File: src/rtl/bem_pkg.sv
package bem_pkg;
  localparam int NEV    = 6;
  localparam int TYPE_W = 5;

  localparam int EV_ATO   = 0;
  localparam int EV_DTO   = 1;
  localparam int EV_AONLY = 2;
  localparam int EV_RSVD  = 3;
  localparam int EV_ILL   = 4;
  localparam int EV_TEA   = 5;

  typedef enum logic [1:0] {TK_DATA, TK_AONLY, TK_RSVD, TK_ILL} tkind_e;

  // Decode the kind of a transaction from its top three type bits.
  function automatic tkind_e type_kind(input logic [2:0] top);
    if (!top[2])      return TK_DATA;
    else if (!top[1]) return TK_AONLY;
    else if (!top[0]) return TK_RSVD;
    else              return TK_ILL;
  endfunction

  // OR of the status bits that are enabled and routed to the chosen line.
  function automatic logic line_or(input logic [NEV-1:0] st,
                                   input logic [NEV-1:0] en,
                                   input logic [NEV-1:0] sel,
                                   input logic           want_mc);
    logic [NEV-1:0] route;
    route = want_mc ? sel : ~sel;
    return |(st & en & route);
  endfunction

  // Expiry test: the cycle count has reached the last allowed cycle.
  function automatic logic at_limit(input logic [15:0] cnt,
                                    input logic [15:0] lim);
    return (lim != 16'd0) && (cnt >= lim - 16'd1);
  endfunction
endpackage

File: src/rtl/bem_timer.sv
module bem_timer #(
  parameter int CNT_W = 16
) (
  input  logic             clk,
  input  logic             rst_n,
  input  logic             start,
  input  logic             stop,
  input  logic [CNT_W-1:0] limit,
  output logic             expire
);
  import bem_pkg::*;

  logic             active;
  logic [CNT_W-1:0] cnt;
  logic [15:0]      cnt16;
  logic [15:0]      lim16;

  assign cnt16  = 16'(cnt);
  assign lim16  = 16'(limit);
  assign expire = active && !start && !stop && at_limit(cnt16, lim16);

  always_ff @(posedge clk or negedge rst_n) begin
    if (!rst_n) begin
      active <= 1'b0;
      cnt    <= '0;
    end else if (start) begin
      active <= 1'b1;
      cnt    <= '0;
    end else if (active) begin
      if (stop || expire) begin
        active <= 1'b0;
        cnt    <= '0;
      end else begin
        cnt <= cnt + 1'b1;
      end
    end
  end
endmodule

File: src/rtl/bem_classify.sv
module bem_classify (
  input  logic       valid,
  input  logic [2:0] ttop,
  output logic [2:0] hit
);
  import bem_pkg::*;

  tkind_e kind;
  assign kind = type_kind(ttop);

  // hit[0]=address-only, hit[1]=reserved, hit[2]=illegal
  for (genvar k = 0; k < 3; k++) begin : g_kind
    assign hit[k] = valid && (kind == tkind_e'(k + 1));
  end
endmodule

File: src/rtl/bem_status.sv
module bem_status #(
  parameter int MID_W = 4
) (
  input  logic                      clk,
  input  logic                      rst_n,
  input  logic [bem_pkg::NEV-1:0]   ev,
  input  logic [bem_pkg::TYPE_W-1:0] ev_type,
  input  logic [MID_W-1:0]          ev_mid,
  input  logic                      clr_wr,
  input  logic [bem_pkg::NEV-1:0]   clr_bits,
  input  logic [bem_pkg::NEV-1:0]   irq_en,
  input  logic [bem_pkg::NEV-1:0]   mc_sel,
  output logic [bem_pkg::NEV-1:0]   status,
  output logic [bem_pkg::TYPE_W-1:0] cap_type,
  output logic [MID_W-1:0]          cap_mid,
  output logic                      irq,
  output logic                      mchk
);
  import bem_pkg::*;

  logic [NEV-1:0] kept;
  logic [1:0]     lines;

  for (genvar i = 0; i < NEV; i++) begin : g_bit
    assign kept[i] = status[i] && !(clr_wr && clr_bits[i]);
    always_ff @(posedge clk or negedge rst_n) begin
      if (!rst_n) status[i] <= 1'b0;
      else        status[i] <= kept[i] || ev[i];
    end
  end

  always_ff @(posedge clk or negedge rst_n) begin
    if (!rst_n) begin
      cap_type <= '0;
      cap_mid  <= '0;
    end else if ((kept == '0) && (ev != '0)) begin
      cap_type <= ev_type;
      cap_mid  <= ev_mid;
    end
  end

  for (genvar g = 0; g < 2; g++) begin : g_line
    assign lines[g] = line_or(status, irq_en, mc_sel, g[0]);
  end
  assign irq  = lines[0];
  assign mchk = lines[1];
endmodule

File: src/rtl/bus_err_mon.sv
module bus_err_mon #(
  parameter int MID_W = 4,
  parameter int CNT_W = 16
) (
  input  logic             clk,
  input  logic             rst_n,
  input  logic             addr_start,
  input  logic             addr_end,
  input  logic             data_start,
  input  logic             data_end,
  input  logic [4:0]       ttype,
  input  logic [MID_W-1:0] mid,
  input  logic             xfer_err,
  input  logic [CNT_W-1:0] addr_limit,
  input  logic [CNT_W-1:0] data_limit,
  input  logic [5:0]       irq_en,
  input  logic [5:0]       mc_sel,
  input  logic             clr_wr,
  input  logic [5:0]       clr_bits,
  output logic [5:0]       status,
  output logic [4:0]       cap_type,
  output logic [MID_W-1:0] cap_mid,
  output logic             irq,
  output logic             mchk
);
  import bem_pkg::*;

  logic [1:0]       t_start;
  logic [1:0]       t_stop;
  logic [1:0]       t_exp;
  logic [CNT_W-1:0] t_lim [2];
  logic [2:0]       type_hit;
  logic [NEV-1:0]   ev_vec;
  logic [4:0]       own_type;
  logic [MID_W-1:0] own_mid;
  logic [4:0]       ev_type;
  logic [MID_W-1:0] ev_mid;

  assign t_start = {data_start, addr_start};
  assign t_stop  = {data_end, addr_end};
  assign t_lim[0] = addr_limit;
  assign t_lim[1] = data_limit;

  for (genvar g = 0; g < 2; g++) begin : g_tmr
    bem_timer #(.CNT_W(CNT_W)) u_tmr (
      .clk    (clk),
      .rst_n  (rst_n),
      .start  (t_start[g]),
      .stop   (t_stop[g]),
      .limit  (t_lim[g]),
      .expire (t_exp[g])
    );
  end

  bem_classify u_cls (
    .valid (addr_start),
    .ttop  (ttype[4:2]),
    .hit   (type_hit)
  );

  // Owner of the most recent address tenure
  always_ff @(posedge clk or negedge rst_n) begin
    if (!rst_n) begin
      own_type <= '0;
      own_mid  <= '0;
    end else if (addr_start) begin
      own_type <= ttype;
      own_mid  <= mid;
    end
  end

  assign ev_vec[EV_ATO]   = t_exp[0];
  assign ev_vec[EV_DTO]   = t_exp[1];
  assign ev_vec[EV_AONLY] = type_hit[0];
  assign ev_vec[EV_RSVD]  = type_hit[1];
  assign ev_vec[EV_ILL]   = type_hit[2];
  assign ev_vec[EV_TEA]   = xfer_err;

  assign ev_type = (type_hit != '0) ? ttype : own_type;
  assign ev_mid  = (type_hit != '0) ? mid   : own_mid;

  bem_status #(.MID_W(MID_W)) u_st (
    .clk      (clk),
    .rst_n    (rst_n),
    .ev       (ev_vec),
    .ev_type  (ev_type),
    .ev_mid   (ev_mid),
    .clr_wr   (clr_wr),
    .clr_bits (clr_bits),
    .irq_en   (irq_en),
    .mc_sel   (mc_sel),
    .status   (status),
    .cap_type (cap_type),
    .cap_mid  (cap_mid),
    .irq      (irq),
    .mchk     (mchk)
  );
endmodule

File: config.mk
export PLATFORM = sky130hd
export DESIGN_NAME = bus_err_mon
export DESIGN_NICKNAME = d
export VERILOG_FILES = /design/src/rtl/bem_pkg.sv /design/src/rtl/bem_timer.sv /design/src/rtl/bem_classify.sv /design/src/rtl/bem_status.sv /design/src/rtl/bus_err_mon.sv
export SDC_FILE = /design/constraint.sdc
export NUM_CORES = 1
export LEC_CHECK = 0
export BUFFER_PORTS_ARGS = -buffer_cell sky130_fd_sc_hd__buf_2
export CORE_MARGIN = 2
export CORE_UTILIZATION = 45
export CTS_BUF_LIST = sky130_fd_sc_hd__clkbuf_4 sky130_fd_sc_hd__clkbuf_8 sky130_fd_sc_hd__clkbuf_16
export DETAILED_ROUTE_END_ITERATION = 10
export GPL_TIMING_DRIVEN = 0
export PLACE_DENSITY = 0.81
export SLEW_MARGIN = 10
export SYNTH_ARGS = -nofsm -noshare
export SYNTH_HDL_FRONTEND = slang
export SYNTH_HIERARCHICAL = 1
export SYNTH_SLANG_ARGS = --single-unit
export TNS_END_PERCENT = 20
File: constraint.sdc
create_clock -name clk -period 3.2 [get_ports clk]
set_clock_uncertainty 0.2 [all_clocks]
set_input_delay 0.32 -clock clk [delete_from_list [all_inputs] [get_ports clk]]
set_output_delay 0.32 -clock clk [all_outputs]
set_load 0.05 [all_outputs]
==> qor.log <==
qor: synthesis.synthesized_instance_count 496
qor: clock_network.h-tree-depth 3
qor: job.drv_cap 0
qor: sta.fraction_of_the_cycle_the_final_worst_path_needs 1.29
qor: clock_network.reg_clk_slew_reported_paths 70 ps
qor: power.power.share.combinational 0.279
qor: route.met2_wirelength 5420 um
qor: synthesis.postSynth.topFlopCell sky130_fd_sc_hd__dfrtp_1
qor: final_layout.antenna-diode-count 0
qor: power.power_switching 0.000707 W
qor: worst_hold_path.timing.hold.worst_endpoint u_st/status[5]
qor: route.total_via_count_after_detailed_routing 4135
qor: synthesis.syn_area_per_cell 9.06 um^2
qor: synthesis.ys_async_sr_fraction 1.00
qor: final_layout.mostFrequentLayoutCells sky130_fd_sc_hd__buf_2 (83), sky130_fd_sc_hd__nand2_1 (64), sky130_fd_sc_hd__dfrtp_1 (58), sky130_fd_sc_hd__ha_1 (36), sky130_fd_sc_hd__nor2_1 (32)
qor: clock_network.clk-insertion-delay-late 330 ps
qor: synthesis.syn-num-nets 599
qor: power.pwr-share-seq 0.404
qor: final_layout.area_added_between_synthesis_and_finish 22.4%
qor: global_routing.pin_count_of_the_biggest_net_entering_global_routing 59
qor: route.route.detailed.drc 0
qor: setup_path.setup.worst_path.start_class input port
qor: final_layout.layout.filler_cells 872
qor: worst_hold_path.hold_start xfer_err
qor: sta.layout_min_cycle_time 4120 ps
qor: global_routing.grt_pass1_wl 18300 um
qor: route.drt_first_iter_violations 337
qor: power.p_int 0.00138 W
qor: final_layout.mostFrequentLayoutCell sky130_fd_sc_hd__buf_2
qor: setup_path.r2r_setup_slack -380 ps
qor: route.routedWlPerCell 14.4 um
qor: floorplanning.row_count 36
qor: power.clkPwrFrac 0.317
qor: place.buffer_ports.inserted 83
qor: floorplanning.die-height 104 um
qor: clock_network.cts_inserted_buffers 9
qor: setup_path.critPathSlowestCell sky130_fd_sc_hd__or4_4
qor: synthesis.synth.yosys.seq_area_share 0.323
qor: route.met3WireLength 399 um
qor: sta.fin_hold_ws 8.00 ps
qor: synthesis.cell_area_after_synthesis 0.00450 mm^2
qor: power.power.leakage 2.46 nW
qor: run_status.violations_in_the_final_reports negative setup slack
qor: route.detail_route.vias_per_cell 5.62
qor: run_status.run_status finished, violations left
qor: final_layout.fin_nets 701
qor: floorplanning.die_width 104 um
qor: sta.finalSetupViolCount 40
qor: power.vdd.ir_drop.worst 0.200 mV
qor: sta.max_freq 243 MHz
qor: setup_path.path_class input port to flop
qor: route.finalWirelength 10600 um
qor: global_routing.via_count_of_the_first_global_routing_pass 4041
qor: floorplanning.floorplan.core_area 0.00973 mm^2
qor: setup_path.crit_path_max_incr_delay 550 ps
qor: worst_hold_path.hold_path.class input port to flop
qor: floorplanning.die-area 0.0108 mm^2
qor: sta.drv_slew 0
qor: setup_path.worst_r2r_startpoint g_tmr[0].u_tmr/cnt[0]
qor: worst_hold_path.whs_path_depth 2
qor: synthesis.yosys_register_bits 58
qor: route.topRoutingLayerUsed met4
qor: place.preCtsSetupSlack -1840 ps
qor: power.powerDensity 379 mW/mm^2
qor: route.dr.pass1.iters 6
qor: place.gp_congestion 0.888
qor: setup_path.critical_path_required 3210 ps
qor: setup_path.cp.arrival 4130 ps
qor: setup_path.cp_max_fo 9
qor: global_routing.overflow 0
qor: setup_path.critPathCaptureType flop
qor: clock_network.max-clock-path-buffers 2
qor: setup_path.rr_worst_depth 14
qor: global_routing.global_route.usage.total 0.200
qor: sta.setup_slack -921 ps
qor: floorplanning.top_level_ports 84
qor: sta.setup_repair_after_global_routing_missed_its_margin true
qor: setup_path.timing.critical_path.cells buf_2 > or4_4 > or3_4 > nor3_4 > xnor2_2 > ha_1 > nand4_1 > nor3_1 > or4_1 > o21ai_2 > buf_6 > buf_12 > nor2_4 > or4_4 > nor3_4 > nor4_4 > buf_12 > mux2_2
qor: sta.tightestPinTransition 1110 ps
qor: sta.setup_tns -12200 ps
qor: setup_path.timing.rr.end u_st/cap_type[4]
qor: global_routing.antenna_found_initial 0
qor: clock_network.numClockSinks 58
qor: sta.final_hold_viol_count 0
qor: clock_network.tritoncts built
qor: power.sw_frac_of_total 0.339
qor: place.hpwl_after_detailed_placement 7800 um
qor: synthesis.yosysUniqueCellTypes 60
qor: route.drt-met1-wl 4620 um
qor: sta.max-slew-margin-rel 0.259
qor: clock_network.cts.root.buffer_cell sky130_fd_sc_hd__clkbuf_8
qor: route.antenna_violating_nets_post_route 0
qor: floorplanning.initial_core_util 0.462
qor: final_layout.layout-drive-gt1-share 0.302
qor: synthesis.synth_enable_flop_cells 0
qor: synthesis.synth.yosys.warnings 6
## how the worst max path moves through the flow
stage                  start          endpoint
2_1_floorplan  addr_limit[5]   u_st/cap_mid[0]
3_3_place_gp   data_limit[5]   u_st/cap_mid[0]
3_5_place_dp   data_limit[5]   u_st/cap_mid[1]
4_1_cts        addr_limit[8]   u_st/cap_mid[2]
5_1_grt        addr_limit[8]  u_st/cap_type[3]
6_report       addr_limit[8]  u_st/cap_type[4]
## critical path, delay by kind of cell
family / cells / cell delay [ps]
muxes: 1 / 270
AOI/OAI and AO/OA: 1 / 170
and+or+nand+nor: 10 / 2470
xor gates and xnor gates: 1 / 100
adders and majority gates: 1 / 300
buffers and inverters: 4 / 510
## area by class of cell
class,instances,area (um^2),share of cell area
well taps,133,166,0.0302
flip-flops and latches,58,1450,0.264
inverters,23,86.3,0.0157
plain buffers,15,110,0.0200
multi-input cells,400,2980,0.542
clock buffers,11,139,0.0252
clock inverters,5,55.1,0.0100
repair buffers,91,509,0.0926
## Yosys cell counts (2+ instances only)
library cell / number / area, um^2
sky130_fd_sc_hd__or4_1: 3 / 22.5
sky130_fd_sc_hd__dfrtp_1: 58 / 1450
sky130_fd_sc_hd__ha_1: 36 / 450
sky130_fd_sc_hd__o21a_1: 2 / 15.0
sky130_fd_sc_hd__mux2_2: 27 / 304
sky130_fd_sc_hd__and2_1: 3 / 18.8
sky130_fd_sc_hd__o22ai_1: 3 / 18.8
sky130_fd_sc_hd__nor2_1: 33 / 124
sky130_fd_sc_hd__a31oi_1: 11 / 68.8
sky130_fd_sc_hd__nand3_1: 30 / 150
sky130_fd_sc_hd__buf_2: 3 / 15.0
sky130_fd_sc_hd__nor2b_1: 5 / 31.3
sky130_fd_sc_hd__a21oi_1: 10 / 50.1
sky130_fd_sc_hd__buf_4: 2 / 15.0
sky130_fd_sc_hd__mux2i_1: 3 / 30.0
sky130_fd_sc_hd__o21ai_2: 2 / 17.5
sky130_fd_sc_hd__o21ai_0: 7 / 35.0
sky130_fd_sc_hd__nand4_1: 9 / 56.3
sky130_fd_sc_hd__buf_6: 3 / 33.8
sky130_fd_sc_hd__or3_1: 3 / 18.8
sky130_fd_sc_hd__nor3_1: 15 / 75.1
sky130_fd_sc_hd__and3_1: 11 / 68.8
sky130_fd_sc_hd__nand3b_1: 2 / 15.0
sky130_fd_sc_hd__a21o_1: 6 / 45.0
sky130_fd_sc_hd__nand4b_1: 2 / 17.5
sky130_fd_sc_hd__o21ai_1: 13 / 65.1
sky130_fd_sc_hd__o221ai_1: 7 / 61.3
sky130_fd_sc_hd__or2_2: 2 / 12.5
sky130_fd_sc_hd__clkbuf_1: 6 / 22.5
sky130_fd_sc_hd__xor2_1: 5 / 43.8
sky130_fd_sc_hd__and4_1: 5 / 43.8
sky130_fd_sc_hd__o211ai_2: 7 / 87.6
sky130_fd_sc_hd__nor4_2: 2 / 25.0
sky130_fd_sc_hd__nand2b_1: 6 / 37.5
sky130_fd_sc_hd__inv_1: 23 / 86.3
sky130_fd_sc_hd__nand2_1: 64 / 240
sky130_fd_sc_hd__xnor2_1: 25 / 219
sky130_fd_sc_hd__nor3b_1: 2 / 15.0
sky130_fd_sc_hd__or4_4: 2 / 22.5
sky130_fd_sc_hd__nor4_1: 8 / 50.1
sky130_fd_sc_hd__o211ai_1: 11 / 82.6
## registers in the layout (all words and copies together), names as in the netlist
signal / flops
g_tmr.u_tmr/active: 2
own_mid: 4
u_st/status: 6
own_type: 5
u_st/cap_type: 5
g_tmr.u_tmr/cnt: 32
u_st/cap_mid: 4
## layer usage
metal,vias up,GRT usage
li1,2029,-
met1,1995,0.247
met2,99,0.363
met3,12,0.0276
met4,0,0.0598
met5,-,0
## through the flow
| stage | std cells | instance area, um^2 | utilization | power, W |
|---|---|---|---|---|
| final | 736 | 5500 | 0.565 | 0.00208 |
| after global routing | 736 | 5500 | 0.565 | 0.00218 |
| after CTS | 732 | 5410 | 0.556 | 0.00209 |
| after detailed placement | 712 | 5090 | 0.523 | 0.00142 |
| after global placement | 712 | 5090 | 0.523 | 0.00140 |
| after floorplan | 496 | 4510 | - | 0.00124 |
## power by group through the flow
stage	sequential [W]	clock [W]	combinational, W
2_1_floorplan	0.00103	0	0.000203
3_3_place_gp	0.000850	0	0.000546
3_5_place_dp	0.000854	0	0.000566
4_1_cts	0.000841	0.000674	0.000579
5_1_grt	0.000848	0.000717	0.000619
6_report	0.000841	0.000661	0.000581
## repair_timing
action                                  in CTS  in global routing
buffers inserted                             4                  4
endpoints found under the setup margin      45                 45
resized for setup                           15                 12
hold buffers                                 0                  1
pin swaps                                   15                 13
hold endpoints to repair                     0                 58
## kinds of logic (layout without fill, tap and decap cells)
group	Yosys count	after routing	share of synthesized area
XOR/XNOR	30	30	0.0584
AND/OR/NAND/NOR	216	216	0.260
adder cells (fa/ha/maj)	36	36	0.100
multiplexers	30	30	0.0743
buffers and inverters	38	145	0.0429
AO/OA/AOI/OAI	88	88	0.141
flip-flops	58	58	0.323
(Power assumes the default switching activity.)
